## src/rtl/dual_stage_wdt.sv

```systemverilog
`timescale 1ns/1ps
module dual_stage_wdt #(
  parameter int          CNT_W       = 32,
  parameter bit          STICKY_CTRL = 1'b0,
  parameter logic [31:0] UNLOCK_KEY  = 32'h1ACCE551
) (
  input  logic        clk,
  input  logic        rst_n,
  input  logic        tick_en,
  input  logic        psel,
  input  logic        penable,
  input  logic        pwrite,
  input  logic [9:0]  paddr,
  input  logic [31:0] pwdata,
  output logic [31:0] prdata,
  output logic        irq_o,
  output logic        rst_req_o
);
  localparam logic [9:0] A_LOAD = 10'h000, A_VAL  = 10'h001, A_CTRL = 10'h002,
                         A_ICLR = 10'h003, A_RIS  = 10'h004, A_MIS  = 10'h005,
                         A_LOCK = 10'h300, A_ITCR = 10'h3C0, A_ITOP = 10'h3C1,
                         A_ID0  = 10'h3F4;
  localparam bit             HAS_IT = !STICKY_CTRL;
  localparam logic [CNT_W-1:0] ONE  = CNT_W'(1);

  logic [CNT_W-1:0] load_q, cnt_q;
  logic [1:0]       ctrl_q, itop_q;
  logic             run_q, raw_q, rstf_q, lock_q, itcr_q;

  wire wr     = psel & penable & pwrite;
  wire wr_ok  = wr & ~lock_q;
  wire reload = wr_ok & ((paddr == A_LOAD) | (paddr == A_ICLR));

  function automatic logic [7:0] id_byte(input logic [3:0] idx);
    case (idx)
      4'h4:    return 8'h04;
      4'h8:    return 8'h24;
      4'h9:    return 8'hB8;
      4'hA:    return 8'h1B;
      4'hC:    return 8'h0D;
      4'hD:    return 8'hF0;
      4'hE:    return 8'h05;
      4'hF:    return 8'hB1;
      default: return 8'h00;
    endcase
  endfunction

  always_ff @(posedge clk or negedge rst_n) begin
    if (!rst_n) begin
      load_q <= '1;
      cnt_q  <= '1;
      run_q  <= 1'b1;
      ctrl_q <= '0;
      raw_q  <= 1'b0;
      rstf_q <= 1'b0;
      lock_q <= 1'b0;
      itcr_q <= 1'b0;
      itop_q <= '0;
    end else begin
      if (wr && paddr == A_LOCK) lock_q <= (pwdata != UNLOCK_KEY);
      if (wr_ok) begin
        case (paddr)
          A_LOAD: begin
            load_q <= pwdata[CNT_W-1:0];
            cnt_q  <= pwdata[CNT_W-1:0];
            run_q  <= 1'b1;
          end
          A_CTRL: if (!(STICKY_CTRL && ctrl_q[0])) ctrl_q <= pwdata[1:0];
          A_ICLR: begin
            raw_q <= 1'b0;
            cnt_q <= load_q;
          end
          A_ITCR: if (HAS_IT) itcr_q <= pwdata[0];
          A_ITOP: if (HAS_IT) itop_q <= pwdata[1:0];
          default: ;
        endcase
      end
      if (tick_en && run_q && !reload) begin
        if (cnt_q == ONE) begin
          if (!raw_q) begin
            raw_q <= 1'b1;
            cnt_q <= load_q;
          end else begin
            rstf_q <= 1'b1;
            cnt_q  <= '0;
            run_q  <= 1'b0;
          end
        end else if (cnt_q != '0) begin
          cnt_q <= cnt_q - ONE;
        end
      end
    end
  end

  always_comb begin
    prdata = '0;
    if (paddr >= A_ID0) prdata = {24'h0, id_byte(paddr[3:0])};
    else
      case (paddr)
        A_LOAD: prdata = 32'(load_q);
        A_VAL:  prdata = 32'(cnt_q);
        A_CTRL: prdata = {30'h0, ctrl_q};
        A_RIS:  prdata = {31'h0, raw_q};
        A_MIS:  prdata = {31'h0, raw_q & ctrl_q[0]};
        A_LOCK: prdata = {31'h0, lock_q};
        A_ITCR: prdata = {31'h0, itcr_q};
        default: prdata = '0;
      endcase
  end

  assign irq_o     = itcr_q ? itop_q[1] : (raw_q & ctrl_q[0]);
  assign rst_req_o = itcr_q ? itop_q[0] : (rstf_q & ctrl_q[1]);
endmodule

```

## config.mk

```make
export PLATFORM = sky130hd
export DESIGN_NAME = dual_stage_wdt
export DESIGN_NICKNAME = d
export VERILOG_FILES = /design/src/rtl/dual_stage_wdt.sv
export SDC_FILE = /design/constraint.sdc
export NUM_CORES = 1
export LEC_CHECK = 0
export BUFFER_PORTS_ARGS = -buffer_cell sky130_fd_sc_hd__buf_2
export CAP_MARGIN = 20
export CORE_ASPECT_RATIO = 0.7
export CORE_MARGIN = 4
export CORE_UTILIZATION = 40
export DETAILED_ROUTE_END_ITERATION = 8
export PLACE_DENSITY = 0.68
export REMOVE_ABC_BUFFERS = 1
export SYNTH_ARGS = -nofsm -noshare
export SYNTH_HDL_FRONTEND = slang
export SYNTH_SLANG_ARGS = --single-unit
```

## constraint.sdc

```tcl
create_clock -name clk -period 5.2 [get_ports clk]
set_input_delay 0.52 -clock clk [delete_from_list [all_inputs] [get_ports clk]]
set_output_delay 0.52 -clock clk [all_outputs]
set_load 0.05 [all_outputs]
```

-- Yosys cells after proc, flatten, opt, wreduce, memory -nomap -nowiden
Memories as Yosys holds them, arrays and structs flattened.
Index checks and enable logic that the tools add are counted.
- register bits after elaboration: 73
- bits in read-only memories: 128
- bits of input ports: 48
- output and inout port bits: 34
- memories: 1
- $add $sub $neg: 1
- magnitude comparators: 1
- equality and inequality tests: 10
- mux-type cells: 20
- bitwise operators: 8
- reductions and logical operators: 11
- memories (name ; depth ; bits a word ; rd ports ; clocked after Yosys merged registers in ; wr ports ; line ; RTL):
    (no name shown) ; 16 ; 8 ; 1 ; 0 ; 0 ; 35 ; case (idx)
- operators with widths (operator ; count):
    one-hot mux 32 bit (7 select lines) ; 1
    two-way mux 32 bit ; 6
    one-hot mux 32 bit (2 select lines) ; 1
    == test 32 x 1 -> 1 bit, second input constant ; 1
    != test 32 x 29 -> 1 bit, second input constant ; 1
    nonzero test 32 bit ; 1
    subtractor 32 x 1 -> 32 bit, second input constant ; 1
    == test 10 bit, second input constant ; 3
    == test 10 x 2 -> 1 bit, second input constant ; 2
    == test 10 x 3 -> 1 bit, second input constant ; 2
    two-way mux 1 bit ; 12
    == test 10 x 1 -> 1 bit, second input constant ; 1
    >= comparator 10 bit, second input constant ; 1
    logical NOT 10 bit ; 1
    AND reduction 2 bit ; 4
    AND 1 bit ; 6
    logical AND 1 bit ; 3
    AND reduction 3 bit ; 1
    logical NOT 1 bit ; 1
    NOT 1 bit ; 1
    bitwise OR 1 bit ; 1

-- Logic depth before layout (Yosys ltp)
Gate-level depths: netlist of the first run.
- depth in word-level cells: 7
- mapped depth: 10
- depth with buffers taken out: 8

-- Least setup slack after synthesis of the first run
No wires, ideal clock.
- path kind: input to output
- start point: input port paddr[7]
- end point: output port prdata[5]
- arrival: 2.576 ns
- required time: 4.680 ns
- setup slack: 2.104 ns
- stages: 6
- buffers on the path: 1
- path through: nor4_2 > nand2_1 > nor4b_1 > clkbuf_1 > a22oi_1 > o21ai_1
- cells in the longest elaborated chain, start to end: 3
- elaborated cells between the ends (all ways): 10
- RTL lines (element ; line ; RTL):
    from (decl) ; 13 ; input logic [9:0] paddr,
    parallel branches: the longest is 2 deep, another holds >= comparator 10 bit ; n/a ;
    two-way mux 32 bit * ; 97 ; if (paddr >= A_ID0) prdata = {24'h0, id_byte(paddr[3:0])};
    to (decl) ; 15 ; output logic [31:0] prdata,
Every way passes the cells marked *.

-- Worst setup path after layout of the first run
- start point: input port paddr[1]
- end point: output port prdata[20]
The elaborated chain is that of the path after synthesis.

==> impl_metrics.toml, run 1 <==
[critical_path]
worstPathRequired_ns = 4.68
crit_type = "in -> out"
worstReg2RegStart = "cnt_q[18]$_DFF_PN1_"
cp.arrival_ns = 3.05
critPathMaxFanout = 37
critPathMaxStageDelay_ns = 1.01
slowest_stage = "and3_1"
cp_top_family = "buffers and inverters"
regToRegSetupSlack_ns = 2.13
cp-endpoint = "prdata[20]"
cp_cell_sequence = "buf_2 -> inv_1 -> ha_1 -> buf_4 -> and3_1 -> buf_4 -> a22o_1 -> buf_2"
path_buf_inv = 5
reg2regPathDepth = 5
cp.depth = 8
start_kind = "input port"
cp-end-kind = "output pin"
cp-startpoint = "paddr[1]"
r2r_end = "cnt_q[12]$_DFF_PN1_"

[yosys]
yosys.area.top_type = "dfstp_2"
synthesis.area_sq_um = 5230
synth-seq-area-share_pct = 36.5
synthSimpleGateAreaFrac_pct = 25.7
synth_compound_area_share_pct = 26.7
async_reset_ff_share_pct = 100
ys_ff_latch = 73
synthFlopType = "dfstp_2"
synth_top_family_by_area = "compound AO/OA/AOI/OAI gates"
synth-edff-count = 0
ys.warnings.count = 0
synthAdderAreaFrac_pct = 1.68
syn_inst = 624
synthXorXnorAreaFrac_pct = 4.02
yosysMostFrequentCell = "nand2_1"
synthMuxAreaShare_pct = 1.08
netlist-cell-type-count = 61
synth_common_cells = "nand2_1 (161), dfstp_2 (65), a22oi_1 (51), a22o_1 (33), clkbuf_1 (32)"
ys_top_cells_by_area = "dfstp_2 (33%), nand2_1 (12%), a22oi_1 (7.3%)"
yosysTopAreaCellShare_pct = 32.7
syn_area_per_cell_sq_um = 8.38

[floorplanning]
die-height_um = 104
dieArea_sq_um = 15000
initial_core_util_pct = 41.5
num_rows = 34
core-area_sq_um = 12600
io_pins = 82
die-width_um = 145

[global_route]
top_usage_layer = "met1"
grt_pass1_wl_um = 27100
grt_use_total_pct = 22.7
grt_max_degree = 46
grt_use_met1_pct = 33.4
met3_usage_pct = 5.20
overflow = 0
grt_pass1_vias = 5067
antenna_found_initial = 0
use_met2_pct = 33.3

[finish]
antenna_cells = 0
syn_to_final_growth_pct = 15.2
drive_gt1_share_pct = 28.6
layout.nets = 739

[placed_design]
hpwl_um = 11800
dpl_worst_slack_ns = 1.44
place.port_buffers = 81
gp_congestion = 0.869

[clocking]
ctsResizeCount = 0
cts_max_path_buffers = 2
clkLatencyLatePin_ns = 0.34
cts-root-buf = "clkbuf_16"
tritoncts = "built"
cts-buffers-inserted = 9
cts.sinks = 73
post_cts_buffers = 0
path_clk_slew_ns = 0.06
hold_buffers = 0
htreeDepth = 3

[timing]
drv_slew = 0
timing.final.hold_violations = 0
setup_tns_ns = 0
max_freq_mhz = 280
clock_skew_ns = 0.00720
setup_ws_ns = 1.63
relSlewSlack_pct = 23.2
fin_crit_sh_pct = 68.7
rsz0062_at_grt = "false"
whs_ns = 0.215
tightest_slew_ns = 1.15
setup_viol = 0
post-route-min-period_ns = 3.57

[drt]
postRouteAntennaNets = 0
drt-pass1-iter-count = 5
drc_errors = 0
avgViaCountPerCell = 6.15
wl_per_cell_um = 20.1
num_vias = 5234
dr.first_iter.drc_count = 646
wl_um = 17100

[status]
status = "completed"

[pwr]
leakage_nw = 2.48
ir_worst_vdd_v = 0.000219
power_density_nw_per_um2 = 288

[worst_hold_path]
hp-class = "in -> async"

[job]
maxCapViolations = 0
[worst min path at each step]
stage               slack, ns                   from  depth (start not counted)               endpoint
floorplan                0.22                  rst_n                          0  ctrl_q[0]$_DFFE_PN0P_
finish                   0.21                  rst_n                          1     lock_q$_DFFE_PN0P_
global placement         0.46  load_q[8]$_DFFE_PN1P_                          2  load_q[8]$_DFFE_PN1P_
CTS                      0.24                  rst_n                          1  itop_q[0]$_DFFE_PN0P_
detailed placement       0.47  load_q[8]$_DFFE_PN1P_                          2  load_q[8]$_DFFE_PN1P_
global route             0.27                  rst_n                          1     lock_q$_DFFE_PN0P_
[kinds of logic after synthesis]
| group | count (synthesis) |
|---|---|
| buffers and inverters | 50 |
| AND/OR/NAND/NOR | 272 |
| multiplexers | 5 |
| adder cells (fa/ha/maj) | 7 |
| flip-flops | 73 |
| XOR/XNOR | 24 |
| AO/OA/AOI/OAI | 193 |
[where the power goes]
part	switching, mW	internal [mW]
registers	0.0549	0.624
clock network	0.247	0.320
logic	0.311	0.178
[state kept, by name (all words and copies together), names as in the netlist]
| name | cells |
|---|---|
| itop_q | 2 |
| cnt_q | 32 |
| run_q | 1 |
| rstf_q | 1 |
| load_q | 32 |
| ctrl_q | 2 |
| raw_q | 1 |
| itcr_q | 1 |
| lock_q | 1 |
[per-stage QoR]
stage	instances	utilization, %	cell area (sq um)	power [mW]
finish	851	47.8	6020	1.73
global placement	832	45.3	5710	1.15
CTS	849	47.6	5990	1.73
detailed placement	833	45.6	5740	1.16
floorplan	580	-	5020	1.02
global route	851	47.8	6020	1.82
[metal layers]
metal | up-vias | part of all wire [%] | wire, um
li1 | 2419 | - | -
met1 | 2530 | 46 | 7870
met2 | 263 | 43 | 7410
met3 | 22 | 8.9 | 1530
met4 | 0 | 1.6 | 282
met5 | - | 0 | 0
[layout by cell type, fill, tap and decap left out, drive strengths merged, types with 9 or more instances in the layout]
master,count
a22oi,51
xnor2,17
dfstp,65
a21oi,20
nand2,161
nor2,26
buf,93
o21ai,52
nor3,14
nor4,18
a22o,33
nand4,9
clkbuf,12
[cell type report]
class / instances / area [sq um]
Clock buffer: 12 / 236
Clock inverter: 4 / 20.0
Fill cell: 1215 / 6570
Inverter: 6 / 22.5
Multi-Input combinational cell: 501 / 3100
Sequential cell: 73 / 1910
Tap cell: 162 / 203
Timing Repair Buffer: 93 / 531
Note: power is estimated with default switching activity, not from simulation.
==> inputs of run 2 (changes only) <==
--- a/config.mk
+++ b/config.mk
@@ -11,7 +11,7 @@
 export CORE_MARGIN = 4
 export CORE_UTILIZATION = 40
 export DETAILED_ROUTE_END_ITERATION = 8
-export PLACE_DENSITY = 0.68
+export PLACE_DENSITY = 0.7
 export REMOVE_ABC_BUFFERS = 1
 export SYNTH_ARGS = -nofsm -noshare
 export SYNTH_HDL_FRONTEND = slang
==> constraint.sdc (replaced) <==
create_clock -name clk -period 3 [get_ports clk]
set_input_delay 0.3 -clock clk [delete_from_list [all_inputs] [get_ports clk]]
set_output_delay 0.3 -clock clk [all_outputs]
set_load 0.05 [all_outputs]
==> impl_metrics.toml, run 2 (synthesis gave the netlist of run 1 again) <==
[timing]
max_freq_mhz = 388
setup_ws_ns = 0.420
fin_crit_sh_pct = 86.0
rsz0062_at_grt = "false"
timing.final.hold_violations = 0
clock_skew_ns = 0.00687
drv_slew = 0
post-route-min-period_ns = 2.58
setup_viol = 0
relSlewSlack_pct = 50.9
tightest_slew_ns = 0.736

[floorplanning]
dieArea_sq_um = 15000
core-area_sq_um = 12600
initial_core_util_pct = 41.5
io_pins = 82
die-height_um = 104
die-width_um = 145
num_rows = 34

[critical_path]
slowest_stage = "buf_4"
path_buf_inv = 4
regToRegSetupSlack_ns = 0.50
cp.arrival_ns = 2.28
critPathMaxFanout = 31
cp_top_family = "buffers and inverters"
critPathMaxStageDelay_ns = 0.43
worstReg2RegStart = "cnt_q[30]$_DFF_PN1_"
crit_type = "in -> out"
cp_cell_sequence = "buf_2 -> nor4_2 -> buf_4 -> nand2_1 -> nor4b_2 -> buf_4 -> a22oi_1 -> o21ai_1 -> buf_2"
worstPathRequired_ns = 2.70
cp-end-kind = "output pin"
start_kind = "input port"
reg2regPathDepth = 6
cp.depth = 9
r2r_end = "cnt_q[8]$_DFF_PN1_"

[pwr]
ir_worst_vdd_v = 0.000311
p_switching_mw = 1.08
leakage_nw = 2.59
power_frac_seq_pct = 35.9
power.internal_mw = 2.19
power.clock.fraction_pct = 36.6
power_density_nw_per_um2 = 527
swShare_pct = 33.0
pwr-share-comb_pct = 27.5
p_total_mw = 3.27

[clocking]
clkLatencyLatePin_ns = 0.34
cts_max_path_buffers = 2
hold_buffers = 0
cts.sinks = 73
cts-buffers-inserted = 9
cts-root-buf = "clkbuf_16"
ctsResizeCount = 0
htreeDepth = 3
post_cts_buffers = 0
tritoncts = "built"
path_clk_slew_ns = 0.06

[global_route]
overflow = 0
grt_use_total_pct = 23.9
grt_pass1_wl_um = 28800
grt_pass1_vias = 5365
grt_max_degree = 37
antenna_found_initial = 0

[finish]
syn_to_final_growth_pct = 18.7
final_core_util_pct = 49.3
reg_top3 = "cnt_q: 32 flops, load_q: 32 flops"
regArea_sq_um = 1910
antenna_cells = 0
layout.nets = 758
fillers = 1208
final_cell_mix = "nand2_1 (161), buf_2 (81), dfstp_2 (65), a22oi_1 (51), a22o_1 (33)"
drive_gt1_share_pct = 30.9
final_common_cell = "nand2_1"
multi_input_area_sq_um = 3100
fin_cells = 870

[placed_design]
gp_congestion = 0.990
dpl_worst_slack_ns = 0.446
hpwl_um = 12400
place_inst = 854
place.port_buffers = 81

[drt]
avgViaCountPerCell = 6.11
drc_errors = 0
wl_um = 17600
drt-pass1-iter-count = 6
num_vias = 5316
postRouteAntennaNets = 0
wl_per_cell_um = 20.2
dr.first_iter.drc_count = 640

[worst_hold_path]
hp-class = "in -> async"

[job]
maxCapViolations = 0

[status]
status = "completed"
-- run 2: final cells by class --
class	count	share of cell area [%]
Multi-Input combinational cell	501	50.0
Sequential cell	73	30.7
Timing Repair Buffer	112	10.3
Clock buffer	11	4.07
Tap cell	162	3.27
Clock inverter	5	1.25
Inverter	6	0.363
-- run 2: metal layers --
| metal | share of wire (%) | global-route usage (%) | wire (um) | up-vias |
|---|---|---|---|---|
| met1 | 46 | 35.1 | 8010 | 2532 |
| met4 | 1.4 | 6.06 | 252 | 0 |
| met2 | 43 | 35.6 | 7570 | 296 |
| li1 | - | - | - | 2463 |
| met3 | 9.9 | 5.25 | 1740 | 25 |
| met5 | 0 | 0 | 0 | - |
-- run 2: power groups by stage --
stage          Combinational [mW]  Clock (mW)  Sequential (mW)
6_report                    0.901        1.20             1.17
5_1_grt                      1.00        1.25             1.18
4_1_cts                     0.886        1.22             1.17
3_5_place_dp                0.876           0             1.19
3_3_place_gp                0.852           0             1.18
2_1_floorplan               0.614           0             1.16
-- run 2: worst max-delay path by stage --
stage	from	slack, ns	end
6_report	paddr[7]	0.42	prdata[5]
5_1_grt	paddr[7]	0.29	prdata[6]
4_1_cts	paddr[7]	0.43	prdata[6]
3_5_place_dp	paddr[7]	0.45	prdata[6]
3_3_place_gp	paddr[7]	0.53	prdata[15]
2_1_floorplan	paddr[7]	-1.67	prdata[5]
-- run 2: worst reg2reg max path: stages, from the launching register on --
cell and delay, ns:
dfstp_2 0.39, or4_4 0.58, or3_1 0.49, o41ai_4 0.38, buf_4 0.26, nand3_1 0.10
a22o_1 0.23
-- run 2: per-stage QoR --
stage / hold WS [ns] / cell area (sq um) / setup TNS [ns]
after floorplan: 0.00441 / 5020 / -61.80
final: 0.0193 / 6210 / 0
after global placement: 0.381 / 5880 / 0
after global routing: 0.0694 / 6210 / 0
after detailed placement: 0.397 / 5880 / 0
after CTS: 0.0390 / 6210 / 0
==> inputs of run 3 (changes only) <==
--- a/config.mk
+++ b/config.mk
@@ -5,11 +5,12 @@
 export SDC_FILE = /design/constraint.sdc
 export NUM_CORES = 1
 export LEC_CHECK = 0
-export BUFFER_PORTS_ARGS = -buffer_cell sky130_fd_sc_hd__buf_2
+export BUFFER_PORTS_ARGS = -buffer_cell sky130_fd_sc_hd__buf_4
 export CAP_MARGIN = 20
 export CORE_ASPECT_RATIO = 0.7
 export CORE_MARGIN = 4
 export CORE_UTILIZATION = 40
+export CTS_BUF_LIST = sky130_fd_sc_hd__clkbuf_8
 export DETAILED_ROUTE_END_ITERATION = 8
 export PLACE_DENSITY = 0.7
 export REMOVE_ABC_BUFFERS = 1
==> impl_metrics.toml, run 3 (synthesis gave the netlist of run 1 again) <==
[global_route]
grt_pass1_wl_um = 27300
grt_use_total_pct = 22.8
antenna_found_initial = 0
overflow = 0
grt_max_degree = 74
grt_pass1_vias = 4994

[drt]
avgViaCountPerCell = 6.06
drt-pass1-iter-count = 7
dr.first_iter.drc_count = 493
wl_um = 17100
num_vias = 5255
wl_per_cell_um = 19.7
postRouteAntennaNets = 0
drc_errors = 0

[job]
maxCapViolations = 0

[timing]
whs_ns = 0.0831
timing.final.hold_violations = 0
rsz0062_at_grt = "false"
post-route-min-period_ns = 2.59
drv_slew = 0
setup_tns_ns = 0
clock_skew_ns = 0.00897
relSlewSlack_pct = 34.1
tightest_slew_ns = 0.988
fin_crit_sh_pct = 86.3
setup_viol = 0
max_freq_mhz = 386

[floorplanning]
initial_core_util_pct = 41.5
die-width_um = 145
dieArea_sq_um = 15000
io_pins = 82
core-area_sq_um = 12600
num_rows = 34
die-height_um = 104

[critical_path]
critPathMaxFanout = 32
cp-end-kind = "output pin"
worstPathRequired_ns = 2.70
start_kind = "input port"
cp_cell_sequence = "buf_4 -> nor4_2 -> nand2_1 -> nor4b_2 -> buf_4 -> a22oi_1 -> o21ai_1 -> buf_4"
critPathMaxStageDelay_ns = 0.50
crit_type = "in -> out"
cp.arrival_ns = 2.29
cp_common_cell = "buf_4"
slowest_stage = "nor4_2"
cp_top_family = "simple AND/OR/NAND/NOR gates"
regToRegSetupSlack_ns = 0.51
path_buf_inv = 3

[clocking]
tritoncts = "built"
post_cts_buffers = 0
path_clk_slew_ns = 0.08
cts-buffers-inserted = 9
cts_max_path_buffers = 2
htreeDepth = 3
cts-root-buf = "clkbuf_8"
ctsResizeCount = 0
clkLatencyLatePin_ns = 0.37
hold_buffers = 0
cts.sinks = 73

[finish]
syn_to_final_growth_pct = 18.8
multi_input_area_sq_um = 3100
fin_cells = 867
final_core_util_pct = 49.3
final_common_cell = "nand2_1"
reg_top3 = "cnt_q: 32 flops, load_q: 32 flops"
antenna_cells = 0
regArea_sq_um = 1910
drive_gt1_share_pct = 30.2
layout.nets = 755
fillers = 1230
final_cell_mix = "nand2_1 (161), buf_4 (109), dfstp_2 (65), a22oi_1 (51), a22o_1 (33)"

[status]
status = "completed"

[pwr]
power_density_nw_per_um2 = 443
leakage_nw = 2.55
ir_worst_vdd_v = 0.000207

[placed_design]
hpwl_um = 12200
place_inst = 851
gp_congestion = 0.886
place.port_buffers = 81

[worst_hold_path]
hp-class = "in -> async"
-- run 3: cell types whose count changed in the layout (fill, tap and decap cells not counted), sizes merged --
| cell | delta |
|---|---|
| buf | -3 |
| bufinv | -2 |
| clkinvlp | -1 |
| inv | +3 |
| clkbuf | -2 |
| clkinv | +2 |
-- run 3: final cells by class --
class                      count  share of cell area (%)
clock buffer                   9                    1.99
multi-input combinational    501                    50.0
tap                          162                    3.26
clock inverter                 7                   0.504
sequential                    73                    30.7
timing repair buffer         109                    13.2
inverter                       6                   0.363
-- run 3: power breakdown --
group	leakage, nW	internal, mW	total, mW	switching (mW)
Clock	0.0963	0.286	0.669	0.384
Combinational	1.67	0.356	0.906	0.550
Sequential	0.783	1.08	1.18	0.0952
-- run 3: worst paths after layout --
| path | start | to | cells after the start |
|---|---|---|---|
| setup / recovery | paddr[7] | prdata[6] | 8 |
| hold / removal | rst_n | lock_q$_DFFE_PN0P_ | 1 |
| setup reg to reg | cnt_q[0]$_DFF_PN1_ | cnt_q[26]$_DFF_PN1_ | 8 |
| hold reg to reg | load_q[2]$_DFFE_PN1P_ | load_q[2]$_DFFE_PN1P_ | 2 |
| max in group asynchronous | rst_n | rstf_q$_DFFE_PN0P_ | 1 |
| min in group clk | pwdata[26] | load_q[26]$_DFFE_PN1P_ | 3 |
-- run 3: per-stage QoR --
| step | power [mW] | setup slack [ns] | cell area [sq um] |
|---|---|---|---|
| after global placement | 2.06 | 0.530 | 6060 |
| after detailed placement | 2.08 | 0.427 | 6060 |
| final | 2.75 | 0.411 | 6210 |
| after CTS | 2.76 | 0.422 | 6210 |
| after global routing | 2.91 | 0.226 | 6210 |
| after floorplan | 1.77 | -1.67 | 5020 |
-- run 3: per-layer routing --
layer / vias to the layer above / track usage [%] / wire [um]
met5: - / 0 / 0
li1: 2451 / - / -
met1: 2548 / 34.7 / 7870
met3: 19 / 4.97 / 1610
met4: 0 / 4.26 / 144
met2: 237 / 33.2 / 7440
-- run 3: worst reg2reg max path, cell delays in order (launching register included) --
cell,delay (ns)
dfstp_2,0.61
ha_1,0.17
or3b_2,0.48
nor4_4,0.28
nand3_4,0.19
nor3_4,0.18
buf_4,0.27
a22oi_1,0.13
o21ai_1,0.11
